**src/rtl/spr_dma_pkg.sv**
```systemverilog
package spr_dma_pkg;
  typedef enum logic [1:0] {
    DMA_IDLE  = 2'd0,
    DMA_ALIGN = 2'd1,
    DMA_READ  = 2'd2,
    DMA_WRITE = 2'd3
  } dma_state_e;
endpackage

```
**src/rtl/spr_dma_ctrl.sv**
```systemverilog
module spr_dma_ctrl
  import spr_dma_pkg::*;
#(
  parameter int XFER_LEN = 256,
  localparam int CNT_W = $clog2(XFER_LEN)
) (
  input  logic             clk,
  input  logic             rst_n,
  input  logic             trig_i,
  input  logic             odd_i,
  output logic             accept_o,
  output logic [CNT_W-1:0] idx_o,
  output logic             rd_en_o,
  output logic             wr_en_o,
  output logic             busy_o,
  output logic             done_o
);
  localparam logic [CNT_W-1:0] LAST_IDX = CNT_W'(XFER_LEN - 1);

  dma_state_e       state_q, state_d;
  logic             extra_q, extra_d;
  logic [CNT_W-1:0] idx_q, idx_d;
  logic             idx_en;
  logic             done_q, done_d;

  always_comb begin
    state_d  = state_q;
    extra_d  = extra_q;
    idx_d    = idx_q;
    idx_en   = 1'b0;
    done_d   = 1'b0;
    accept_o = 1'b0;
    case (state_q)
      DMA_IDLE: begin
        if (trig_i) begin
          accept_o = 1'b1;
          state_d  = DMA_ALIGN;
          extra_d  = ~odd_i;
          idx_d    = '0;
          idx_en   = 1'b1;
        end
      end
      DMA_ALIGN: begin
        if (extra_q) extra_d = 1'b0;
        else         state_d = DMA_READ;
      end
      DMA_READ: state_d = DMA_WRITE;
      DMA_WRITE: begin
        if (idx_q == LAST_IDX) begin
          state_d = DMA_IDLE;
          done_d  = 1'b1;
        end else begin
          idx_d   = idx_q + 1'b1;
          idx_en  = 1'b1;
          state_d = DMA_READ;
        end
      end
      default: state_d = DMA_IDLE;
    endcase
  end

  always_ff @(posedge clk or negedge rst_n) begin
    if (!rst_n) begin
      state_q <= DMA_IDLE;
      extra_q <= 1'b0;
      idx_q   <= '0;
      done_q  <= 1'b0;
    end else begin
      state_q <= state_d;
      extra_q <= extra_d;
      done_q  <= done_d;
      if (idx_en) idx_q <= idx_d;
    end
  end

  assign idx_o   = idx_q;
  assign rd_en_o = (state_q == DMA_READ);
  assign wr_en_o = (state_q == DMA_WRITE);
  assign busy_o  = (state_q != DMA_IDLE);
  assign done_o  = done_q;


  read_then_write_chk: assert property (@(posedge clk) disable iff (!rst_n)
    rd_en_o |=> wr_en_o);

  done_pulse_chk: assert property (@(posedge clk) disable iff (!rst_n)
    done_o |=> !done_o);

  done_after_write_chk: assert property (@(posedge clk) disable iff (!rst_n)
    done_o |-> (!busy_o && $past(wr_en_o)));

  align_first_chk: assert property (@(posedge clk) disable iff (!rst_n)
    $rose(busy_o) |-> (!rd_en_o && !wr_en_o));

  halt_release_chk: assert property (@(posedge clk) disable iff (!rst_n)
    $fell(busy_o) |-> done_o);
endmodule

```
**src/rtl/spr_dma_datapath.sv**
```systemverilog
module spr_dma_datapath #(
  parameter int PAGE_W = 8,
  parameter int CNT_W  = 8,
  parameter int DATA_W = 8,
  localparam int ADDR_W = PAGE_W + CNT_W
) (
  input  logic              clk,
  input  logic              rst_n,
  input  logic              accept_i,
  input  logic [PAGE_W-1:0] page_i,
  input  logic [CNT_W-1:0]  idx_i,
  input  logic              rd_en_i,
  input  logic              wr_en_i,
  input  logic              busy_i,
  input  logic [DATA_W-1:0] rd_data_i,
  output logic [ADDR_W-1:0] rd_addr_o,
  output logic [DATA_W-1:0] wdata_o
);
  logic [PAGE_W-1:0] base_q, base_d;
  logic [DATA_W-1:0] byte_q, byte_d;
  logic              base_en, byte_en;

  always_comb begin
    base_en = accept_i;
    base_d  = page_i;
    byte_en = rd_en_i;
    byte_d  = rd_data_i;
  end

  always_ff @(posedge clk or negedge rst_n) begin
    if (!rst_n) begin
      base_q <= '0;
      byte_q <= '0;
    end else begin
      if (base_en) base_q <= base_d;
      if (byte_en) byte_q <= byte_d;
    end
  end

  assign rd_addr_o = {base_q, idx_i};
  assign wdata_o   = byte_q;


  page_hold_chk: assert property (@(posedge clk) disable iff (!rst_n)
    (busy_i && $past(busy_i)) |-> $stable(base_q));

  addr_step_chk: assert property (@(posedge clk) disable iff (!rst_n)
    (rd_en_i && $past(wr_en_i)) |-> (rd_addr_o == $past(rd_addr_o, 2) + 1'b1));

  write_data_chk: assert property (@(posedge clk) disable iff (!rst_n)
    rd_en_i |=> (wdata_o == $past(rd_data_i)));
endmodule

```
**src/rtl/spr_dma.sv**
```systemverilog
module spr_dma #(
  parameter int PAGE_W   = 8,
  parameter int XFER_LEN = 256,
  parameter int DATA_W   = 8
) (
  input  logic                                clk,
  input  logic                                rst_n,
  input  logic                                trig_i,
  input  logic [PAGE_W-1:0]                   trig_page_i,
  input  logic                                cyc_odd_i,
  output logic                                rd_en_o,
  output logic [PAGE_W+$clog2(XFER_LEN)-1:0]  rd_addr_o,
  input  logic [DATA_W-1:0]                   rd_data_i,
  output logic                                spr_wr_o,
  output logic [DATA_W-1:0]                   spr_wdata_o,
  output logic                                halt_o,
  output logic                                done_o
);
  localparam int CNT_W = $clog2(XFER_LEN);

  logic             accept;
  logic [CNT_W-1:0] idx;
  logic             rd_en, wr_en, busy;

  spr_dma_ctrl #(.XFER_LEN(XFER_LEN)) u_ctrl (
    .clk      (clk),
    .rst_n    (rst_n),
    .trig_i   (trig_i),
    .odd_i    (cyc_odd_i),
    .accept_o (accept),
    .idx_o    (idx),
    .rd_en_o  (rd_en),
    .wr_en_o  (wr_en),
    .busy_o   (busy),
    .done_o   (done_o)
  );

  spr_dma_datapath #(.PAGE_W(PAGE_W), .CNT_W(CNT_W), .DATA_W(DATA_W)) u_dp (
    .clk       (clk),
    .rst_n     (rst_n),
    .accept_i  (accept),
    .page_i    (trig_page_i),
    .idx_i     (idx),
    .rd_en_i   (rd_en),
    .wr_en_i   (wr_en),
    .busy_i    (busy),
    .rd_data_i (rd_data_i),
    .rd_addr_o (rd_addr_o),
    .wdata_o   (spr_wdata_o)
  );

  assign rd_en_o  = rd_en;
  assign spr_wr_o = wr_en;
  assign halt_o   = busy;
endmodule

```
**config.mk**
```make
export PLATFORM = sky130hd
export DESIGN_NAME = spr_dma
export DESIGN_NICKNAME = d
export VERILOG_FILES = /design/src/rtl/spr_dma_pkg.sv /design/src/rtl/spr_dma_ctrl.sv /design/src/rtl/spr_dma_datapath.sv /design/src/rtl/spr_dma.sv
export SDC_FILE = /design/constraint.sdc
export NUM_CORES = 1
export LEC_CHECK = 0
export BUFFER_PORTS_ARGS = -buffer_cell sky130_fd_sc_hd__clkbuf_2
export CAP_MARGIN = 20
export CORE_ASPECT_RATIO = 0.75
export CORE_UTILIZATION = 40
export DETAILED_ROUTE_END_ITERATION = 6
export GPL_ROUTABILITY_DRIVEN = 1
export PLACE_DENSITY = 0.72
export SLEW_MARGIN = 40
export SYNTH_ARGS = -nofsm -noshare
export SYNTH_HDL_FRONTEND = slang
export SYNTH_SLANG_ARGS = --single-unit
```
**constraint.sdc**
```tcl
create_clock -name clk -period 6 [get_ports clk]
set_input_delay 0.9 -clock clk [delete_from_list [all_inputs] [get_ports clk]]
set_output_delay 0.9 -clock clk [all_outputs]
set_load 0.05 [all_outputs]
```
# Yosys cells after proc, flatten, opt, wreduce, memory -nomap -nowiden
# Cells that the tools add are included.
op_classes:
  n_reduce_logical: 7
  n_eq_ne: 7
  bitwise: 1
  addsub: 1
  muxes: 15
ops:
  columns: ["operator", "n"]
  rows:
  - ["$mux 8", 2]
  - ["$pmux 8 s2", 1]
  - ["$add 8x1->8 const B", 1]
  - ["$eq 8x8->1 const B", 1]
  - ["$pmux 2 s4", 1]
  - ["$mux 1", 6]
  - ["$mux 2", 3]
  - ["$ne 2x2->1 const B", 3]
  - ["$reduce_bool 2->1", 3]
  - ["$eq 2x2->1 const B", 2]
  - ["$pmux 1 s2", 2]
  - ["$reduce_and 2->1", 2]
  - ["$reduce_and 4->1", 1]
  - ["$eq 2x1->1 const B", 1]
  - ["$logic_not 2->1", 1]
  - ["$not 1->1", 1]
word_totals:
  inputBits: 20
  reg_bits: 28
  out_inout_bits: 28

# Logic depth before layout (Yosys ltp)
# Gate-level depths: netlist of run 1.
logic_depth:
  word_depth: 4
  mapped_depth: 7
  mapped_depth_nobuf: 6

# Hierarchy
# A second synthesis of run 1 with hierarchy kept.
hier_totals:
  hier_cells: 119
  hier_area_um2: 1430.1
by_module_without_submodules:
  columns: ["mod", "n_inst", "cells_per_inst", "area_per_inst_um2"]
  rows:
  - ["spr_dma_datapath", 1, 42, 723.2]
  - ["spr_dma_ctrl", 1, 77, 706.9]

# Least setup slack after synthesis of run 1
# Ideal clock, no wire load.
synth_timing:
  path_kind: "flip-flop to flip-flop"
  from: "register u_ctrl.state_q[0]"
  to: "register u_ctrl.idx_q[5] (netlist: u_ctrl.idx_o[5])"
  required_time_ns: 5.922
  arrival_ns: 2.210
  synth_period_minus_slack_ns: 2.288
  slack_ns: 3.712
  path_stages_with_launch: 6
  cell_sequence: "dfrtp_1 -> ha_1 -> mux2i_1 -> or4b_4 -> or4_1 -> a21oi_1"
synth_between:
  elab_chain_cells: 3
synth_rtl:
  columns: ["element", "line", "source"]
  rows:
  - ["from (decl)", "spr_dma_ctrl.sv:20", "dma_state_e state_q, state_d;"]
  - ["from (signal assigned)", "spr_dma_ctrl.sv:69", "state_q <= state_d;"]
  - ["$eq 2x2->1 (*)", null, null]
  - ["net spr_wr_o", "spr_dma.sv:14", "output logic spr_wr_o,"]
  - ["$pmux 1 s2 (tied with other cells)", "spr_dma_ctrl.sv:33", "case (state_q)"]
  - ["$reduce_and 4->1 (no line)", null, null]
  - ["to (signal assigned)", "spr_dma_ctrl.sv:72", "if (idx_en) idx_q <= idx_d;"]
  - ["to (decl)", "spr_dma_ctrl.sv:22", "logic [CNT_W-1:0] idx_q, idx_d;"]
# Mark *: on every way through the listed nets, which the timed path passes. The rest lies on a longest branch.
# A chain may end at the register's enable or synchronous reset.

# Final worst setup path of run 1
layout_timing:
  from: "register u_ctrl.state_q[0]"
  to: "output port rd_en_o"
layout_between:
  elab_chain_cells: 1
layout_rtl:
  columns: ["element", "line", "source"]
  rows:
  - ["$eq 2x2->1", "spr_dma_ctrl.sv:77", "assign rd_en_o = (state_q == DMA_READ);"]
  - ["to (decl)", "spr_dma.sv:11", "output logic rd_en_o,"]
# No other way between the ends.

==> results of run 1 <==
-- layout by cell type, fill, tap and decap left out --
cell and instances:
or4b_4 1, clkbuf_2 47, or3_1 1, and4_1 1, a21oi_1 4, or2_2 1, o21ai_0 6, ha_1 6
nand2_1 5, a2bb2oi_1 2, clkbuf_8 3, nor2_1 5, bufinv_16 1, a31o_2 1, a41oi_1 1, inv_1 6
and3_1 2, nand3_1 3, mux2i_1 2, or4_1 1, dfrtp_1 28, nor3_1 2, o31ai_1 6, mux2_2 16
a31oi_1 1, a22oi_1 1, a21bo_2 1
-- per-layer routing --
layer | track usage [%] | vias to the layer above | routed length, um
li1 | - | 482 | -
met1 | 17.8 | 497 | 1070
met2 | 26.7 | 38 | 1180
met3 | 6.47 | 4 | 189
met4 | 3.90 | 0 | 21
met5 | 0 | - | 0
-- cell type report --
class / count / share of cell area, %
flip-flops and latches: 28 / 43.1
multi-input cells: 69 / 33.7
repair buffers: 47 / 14.5
well taps: 38 / 2.93
clock buffers: 3 / 2.54
clock inverters: 1 / 1.85
inverters: 6 / 1.39
-- power groups by stage --
stage	registers, uW	logic [uW]	clock network, uW
2_1_floorplan	514	213	0
3_3_place_gp	300	531	0
3_5_place_dp	305	542	0
4_1_cts	302	543	150
5_1_grt	311	574	157
6_report	301	538	144
-- worst max-delay path, delay by kind of cell, from the launching register on --
family,cells,cell delay (ns)
buffers and inverters,2,0.50
adders and majority gates,1,0.46
DFF,1,0.42
-- flip-flops by register name (all words and copies together), names as in the netlist --
| name | flops |
|---|---|
| u_ctrl.extra_q | 1 |
| u_dp.base_q | 8 |
| u_ctrl.state_q | 2 |
| u_ctrl.idx_o | 8 |
| u_ctrl.done_o | 1 |
| u_dp.wdata_o | 8 |
-- path summary, 6_finish.rpt --
path	endpoint	start	slack [ns]	depth (start not counted)
worst max-delay path	rd_en_o	u_ctrl.state_q[0]	3.45	3
worst min-delay path	u_dp.base_q[2]	u_dp.base_q[2]	0.51	1
worst max register to register	u_ctrl.idx_o[5]	u_ctrl.state_q[1]	3.86	6
worst min register to register	u_dp.base_q[2]	u_dp.base_q[2]	0.51	1
max in group asynchronous	u_dp.wdata_o[5]	rst_n	4.91	1
min in group asynchronous	u_ctrl.idx_o[3]	rst_n	0.65	1
-- metrics by stage --
step | worst slack, ns | total power (uW) | util, %
finish | 3.45 | 983 | 54.2
global route | 3.35 | 1040 | 54.2
detailed placement | 3.67 | 847 | 51.8
global placement | 3.70 | 831 | 51.8
CTS | 3.43 | 995 | 54.2
floorplan | 3.71 | 728 | -
-- kinds of logic after synthesis --
logic type      Yosys count  share of synthesized area (%)
flops                    28                           54.7
simple gates             22                           9.18
fa+ha+maj                 6                           5.86
compound gates           23                           12.0
buf+inv                   9                           2.64
mux                      18                           15.6
==> results.cfg, run 1 <==
[global_route]
antenna_found_initial = 0
track_usage_pct = 15.6
grt_max_degree = 29
grt_overflow = 0
grt_pass1_wl_um = 3950
first_global_vias = 922

[synthesis]
synth_flop_cell = dfrtp_1
synthCells = 106
ys_seq_area_share_pct = 54.7
syn_avg_cell_area_sq_um = 12.1
yosys-top-cells-count = dfrtp_1, mux2_2
syn_nets = 132
yosys-top-cells-area = dfrtp_1, mux2_2, ha_1, o31ai_1, o21ai_0
yosys.area.top_type = dfrtp_1
ys_types = 25
syn_area_sq_um = 1280
yosys_warnings = 0
synth-seq-cells = 28
yosysMostFrequentCell = dfrtp_1
async_flop_share_pct = 100
synth_top_area_share_pct = 54.7
synth_edf_count = 0

[sta]
timing.fmax_ghz = 0.393
rsz0062_at_grt = false
whs_ns = 0.513
skew_ns = 0.00912
setup_viol = 0
tightest_slew_ns = 0.677
min_period_ns = 2.55
slew_headroom_pct = 54.9
report.final.hold_viol_count = 0
slew_violations = 0
post-route-period-util_pct = 42.4
fin_tns_setup_ns = 0

[worst_setup_path]
crit_fanout = 11
cp-start-kind = register
required_ns = 5.10
cp-end-kind = primary output
critical-path-max-stage-delay_ns = 0.46
cp_slowest_cell = ha_1
critPathArrivalTime_ns = 1.65
critPathKind = reg -> out
crit_chain = inv_1 -> ha_1 -> clkbuf_2

[cells_and_area]
diodes = 0
stdcell_count = 192
register_area_sq_um = 701
multi_input_area_sq_um = 547
drive_gt1_share_pct = 46.1
final_net_count = 181
fill_cells = 273
fin_area_sq_um = 1620
syn_to_final_growth_pct = 26.8

[clocking]
clk_latency_ns = 0.27
cts.clk_slew.worst_paths_ns = 0.09
cts_sinks = 28
cts_tree = built
postCtsHoldBufs = 0
cts_buffers = 3
htreeDepth = 1
clockBufferDepth = 2
cts_setup_buffers = 0
cts_root_buf = clkbuf_8
cts_resized = 0

[drt]
ant_nets = 0
wl_um = 2470
drt_iter0_markers = 34
firstDrtPassIters = 4
wl_per_cell_um = 12.8
viasPerCell = 5.32
vias = 1021
route.detailed.drc = 0

[placement]
io_buffers = 47
dp_hpwl_um = 1890
placed_cell_area_sq_um = 1550
gp_congestion = 0.694
placed_cells = 188

[power_and_ir_drop]
pwr-share-clk_pct = 14.7
pwr-share-seq_pct = 30.6
switching_power_uw = 482
powerDensity_nw_per_um2 = 605
ir_drop_mv = 0.368
comb_power_share_pct = 54.7
cellInternalPower_uw = 502
switching_share_pct = 49.0
leakagePower_uw = 0.000805

[die]
initial_utilization_pct = 42.7
fp.dieW_um = 67.4
die_y_um = 51.0
rows = 17
die-area_sq_um = 3440
ioPinCount = 48
coreArea_sq_um = 3000

[outcome]
status = finished, final reports clean

[hold_path]
hold_path_class = reg -> reg

[run]
max_cap_viol_count = 0
Power figures use the tool's default switching activity.
==> inputs of run 2 (changes only) <==
Settings changed: PLACE_DENSITY 0.72 to 0.75.
Clock period 6 ns to 2.3 ns, I/O delays scaled along.
==> run 2 against run 1 <==
Compared with the run above:
- sequential share of layout area rose by 0.81 points
- sequential power rose to 2.6 times the previous value
- register-to-register slack got worse by 3.7 ns
- critical endpoint is now u_ctrl.idx_o[5]
- largest power group unchanged
==> results.cfg, run 2 (synthesis gave the netlist of run 1 again) <==
[outcome]
status = finished, final reports clean

[die]
initial_utilization_pct = 42.7
die-area_sq_um = 3440
ioPinCount = 48
fp.dieW_um = 67.4
rows = 17
coreArea_sq_um = 3000
die_y_um = 51.0

[sta]
min_period_ns = 2.13
report.final.hold_viol_count = 0
slew_violations = 0
timing.fmax_ghz = 0.470
tightest_slew_ns = 0.667
setup_viol = 0
fin_tns_setup_ns = 0
skew_ns = 0.00430
rsz0062_at_grt = false
slew_headroom_pct = 55.5
whs_ns = 0.0954
post-route-period-util_pct = 92.5

[cells_and_area]
drive_gt1_share_pct = 45.8
multi_input_area_sq_um = 547
syn_to_final_growth_pct = 24.4
register_area_sq_um = 701
mostFrequentLayoutCell = clkbuf_2
stdcell_count = 191
final_net_count = 181
diodes = 0
fin_area_sq_um = 1590
final_cell_mix = clkbuf_2, dfrtp_1, mux2_2
fill_cells = 256

[worst_setup_path]
rrSetupSlack_ns = 0.17
critPathArrivalTime_ns = 2.32
cp-start-kind = register
required_ns = 2.50
critPathKind = reg -> reg
crit_buf_inv = 1
cp-end-kind = register
crit_fanout = 5
r2r_start = u_ctrl.state_q[1]
r2r-end = u_ctrl.idx_o[5]
crit_chain = inv_1 -> ha_1 -> mux2i_1 -> or4b_4 -> or4_1 -> a21oi_1
critical-path-max-stage-delay_ns = 0.56
cp_slowest_cell = or4b_4
critPathTopFamily = simple AND/OR/NAND/NOR gates
reg2reg_depth = 6

[power_and_ir_drop]
leakagePower_uw = 0.000791
powerDensity_nw_per_um2 = 1540
power.total_uw = 2450
ir_drop_mv = 0.810

[drt]
wl_per_cell_um = 13.1
drt_iter0_markers = 29
route.detailed.drc = 0
ant_nets = 0
viasPerCell = 5.30
wl_um = 2500
firstDrtPassIters = 5
vias = 1013

[global_route]
first_global_vias = 900
grt_overflow = 0
antenna_found_initial = 0
grt_max_degree = 29
track_usage_pct = 15.3
grt_pass1_wl_um = 3900

[placement]
gp_congestion = 0.813
dp_hpwl_um = 1930
io_buffers = 47
placed_cells = 188
placed_cell_area_sq_um = 1550

[clocking]
postCtsHoldBufs = 0
cts_setup_buffers = 0
cts_buffers = 3
cts.clk_slew.worst_paths_ns = 0.09
cts_resized = 0
htreeDepth = 1
cts_tree = built
clk_latency_ns = 0.27
cts_sinks = 28
clockBufferDepth = 2
cts_root_buf = clkbuf_8

[hold_path]
hold_path_class = in -> async

[run]
max_cap_viol_count = 0
run 2: worst reg2reg max path, delay by kind of cell, from the launching register on:
family	cells	cell delay, ns
AO/OA/AOI/OAI	1	0.15
adder cells (fa/ha/maj)	1	0.24
buffers and inverters	1	0.15
flip-flops	1	0.42
multiplexers	1	0.12
AND/OR/NAND/NOR	2	0.97
run 2: worst max path at each step:
stage,endpoint,from,depth (start not counted)
after floorplan,u_ctrl.idx_o[5],u_ctrl.state_q[0],5
after global placement,u_ctrl.idx_o[5],u_ctrl.state_q[0],6
after detailed placement,u_ctrl.idx_o[5],u_ctrl.state_q[0],6
after CTS,u_ctrl.idx_o[5],u_ctrl.state_q[0],6
after global routing,u_ctrl.idx_o[5],u_ctrl.state_q[0],6
final,u_ctrl.idx_o[5],u_ctrl.state_q[1],6
run 2: layout make-up:
class | instances | area share [%]
Timing Repair Buffer | 47 | 14.8
Multi-Input combinational cell | 69 | 34.3
Clock buffer | 3 | 2.59
Tap cell | 38 | 2.98
Inverter | 6 | 1.41
Sequential cell | 28 | 44.0
run 2: per-layer routing:
layer | vias to the layer above | part of all wire (%) | track usage (%)
li1 | 480 | - | -
met4 | 0 | 0.48 | 1.06
met3 | 2 | 6.6 | 5.58
met2 | 39 | 47 | 25.8
met5 | - | 0 | 0
met1 | 492 | 46 | 19.5
run 2: report_power, final:
part | internal [uW] | switching [uW]
registers | 676 | 110
clock network | 117 | 133
logic | 400 | 1010
run 2: through the flow:
stage	worst slack, ns	utilization [%]
2_1_floorplan	0.0117	-
3_3_place_gp	0.288	51.8
6_report	0.173	53.1
3_5_place_dp	0.192	51.8
5_1_grt	0.0833	53.1
4_1_cts	0.193	53.1
==> inputs of run 3 (changes only) <==
Settings changed: ABC_AREA set to 1, CTS_BUF_LIST set to sky130_fd_sc_hd__clkbuf_8, HOLD_SLACK_MARGIN set to 0.15, PLACE_DENSITY 0.75 to 0.74.
==> run 3 against run 2 <==
Compared with the run above:
- clock skew rose by 0.0038 ns
- critical path depth fell by 3
- clock power rose by 54%
- synthesized cell count rose by 43%
- register-to-register slack improved by 0.39 ns
- cell area rose by 6.3%
- area after synthesis rose by 6.3%
==> results.cfg, run 3 <==
[outcome]
status = finished, final reports clean

[drt]
route.detailed.drc = 0
wl_um = 2590
wl_per_cell_um = 10.9
vias = 1110
firstDrtPassIters = 4
viasPerCell = 4.68
ant_nets = 0
drt_iter0_markers = 68

[clocking]
cts.clk_slew.worst_paths_ns = 0.10
cts_sinks = 28
cts_buffers = 3
cts_tree = built
clockBufferDepth = 2
clk_latency_ns = 0.28
htreeDepth = 1
cts_root_buf = clkbuf_8
cts_resized = 0
cts_setup_buffers = 0

[synthesis]
yosys_warnings = 0
synth_edf_count = 0
syn_nets = 178
yosys-top-cells-area = dfrtp_1, nand2_1, mux2_2, ha_1, inv_1
ys_seq_area_share_pct = 51.5
yosysMostFrequentCell = nand2_1
synth_flop_cell = dfrtp_1
yosys.area.top_type = dfrtp_1
synthCells = 152
syn_avg_cell_area_sq_um = 8.96
synth-seq-cells = 28
yosys-top-cells-count = nand2_1, dfrtp_1, inv_1
async_flop_share_pct = 100
synth_top_area_share_pct = 51.5
ys_types = 21
syn_area_sq_um = 1360

[run]
max_cap_viol_count = 0

[worst_setup_path]
critPathArrivalTime_ns = 1.63
cp-end-kind = primary output
critPathKind = reg -> out
required_ns = 1.96
cp-start-kind = register
crit_fanout = 11

[power_and_ir_drop]
leakagePower_uw = 0.000914
pwr-share-clk_pct = 40.3
switching_share_pct = 20.8
cellInternalPower_uw = 754
comb_power_share_pct = 6.9
ir_drop_mv = 0.355
power.total_uw = 952
powerDensity_nw_per_um2 = 562
switching_power_uw = 198
pwr-share-seq_pct = 52.8

[die]
coreArea_sq_um = 3080
rows = 17
fp.dieW_um = 69.4
die_y_um = 52.5
initial_utilization_pct = 44.1
die-area_sq_um = 3640
ioPinCount = 48

[cells_and_area]
final_cell_mix = nand2_1, clkbuf_2, dfrtp_1
mostFrequentLayoutCell = nand2_1
diodes = 0
final_net_count = 226
syn_to_final_growth_pct = 24.4
drive_gt1_share_pct = 32.2
stdcell_count = 237

[sta]
fin_tns_setup_ns = 0
whs_ns = 0.255
min_period_ns = 1.97
tightest_slew_ns = 0.681
setup_viol = 0
report.final.hold_viol_count = 0
rsz0062_at_grt = false
post-route-period-util_pct = 85.8
slew_violations = 0
timing.fmax_ghz = 0.507
skew_ns = 0.00813
slew_headroom_pct = 54.6

[placement]
dp_hpwl_um = 1930
gp_congestion = 0.754
placed_cells = 232
io_buffers = 47

[global_route]
grt_overflow = 0
grt_pass1_wl_um = 4510
grt_max_degree = 29
track_usage_pct = 15.8
antenna_found_initial = 0
first_global_vias = 1032

[hold_path]
hold_path_class = in -> reg
==> run 3: cell families after synthesis <==
logic type                 synth area share (%)
adders and majority gates                  5.51
and+or+nand+nor                            24.4
buffers and inverters                      5.61
DFF                                        51.5
xor gates and xnor gates                  0.643
AOI/OAI and AO/OA                          5.79
muxes                                      6.62
==> run 3: layout make-up <==
type	count	area [sq um]
Inverter	12	45.0
Clock inverter	1	30.0
Fill cell	282	1390
Multi-Input combinational cell	107	584
Timing Repair Buffer	48	245
Clock buffer	3	41.3
Tap cell	38	47.5
Sequential cell	28	701
==> run 3: power groups by stage <==
stage          registers, uW  logic [uW]  clock network, uW
4_1_cts                  503        67.0                393
6_report                 502        65.6                384
5_1_grt                  504        71.4                420
3_3_place_gp             512        65.1                  0
2_1_floorplan            538        6.29                  0
3_5_place_dp             512        65.8                  0
==> run 3: final timing paths <==
path | cells past startpoint | to | slack [ns] | from
max reg2reg | 6 | u_ctrl.idx_o[4] | 0.56 | u_ctrl.state_q[1]
max | 3 | rd_en_o | 0.33 | u_ctrl.state_q[0]
min | 3 | u_dp.base_q[4] | 0.25 | trig_page_i[4]
min reg2reg | 2 | u_dp.base_q[4] | 0.49 | u_dp.base_q[4]
max in group asynchronous | 2 | u_dp.wdata_o[6] | 1.22 | rst_n
min in group asynchronous | 2 | u_dp.base_q[2] | 0.63 | rst_n
==> run 3: per-layer routing <==
layer  share of wire [%]  up-vias  global-route usage [%]
li1                    -      577                       -
met1                  50      503                    20.2
met3                 4.6        5                    4.23
met2                  45       25                    27.0
met4                0.70        0                    4.08
met5                   0        -                       0
==> run 3: stage by stage <==
step	instance area, sq um	setup WS, ns	util, %
final	1690	0.327	54.9
after global routing	1690	0.201	54.9
after CTS	1690	0.302	54.9
after detailed placement	1610	0.570	52.3
after global placement	1610	0.563	52.3
after floorplan	1360	0.519	-
==> run 3: repair_timing <==
| action | CTS | global route |
|---|---|---|
| hold buffers | 1 | 0 |
| hold endpoints to repair | 28 | 0 |
| endpoints found under the setup margin | 0 | 0 |
==> run 3: worst max-delay path, cell delays in order, from the launching register on <==
cell      delay, ns
dfrtp_1        0.42
inv_1          0.13
ha_1           0.45
clkbuf_2       0.36
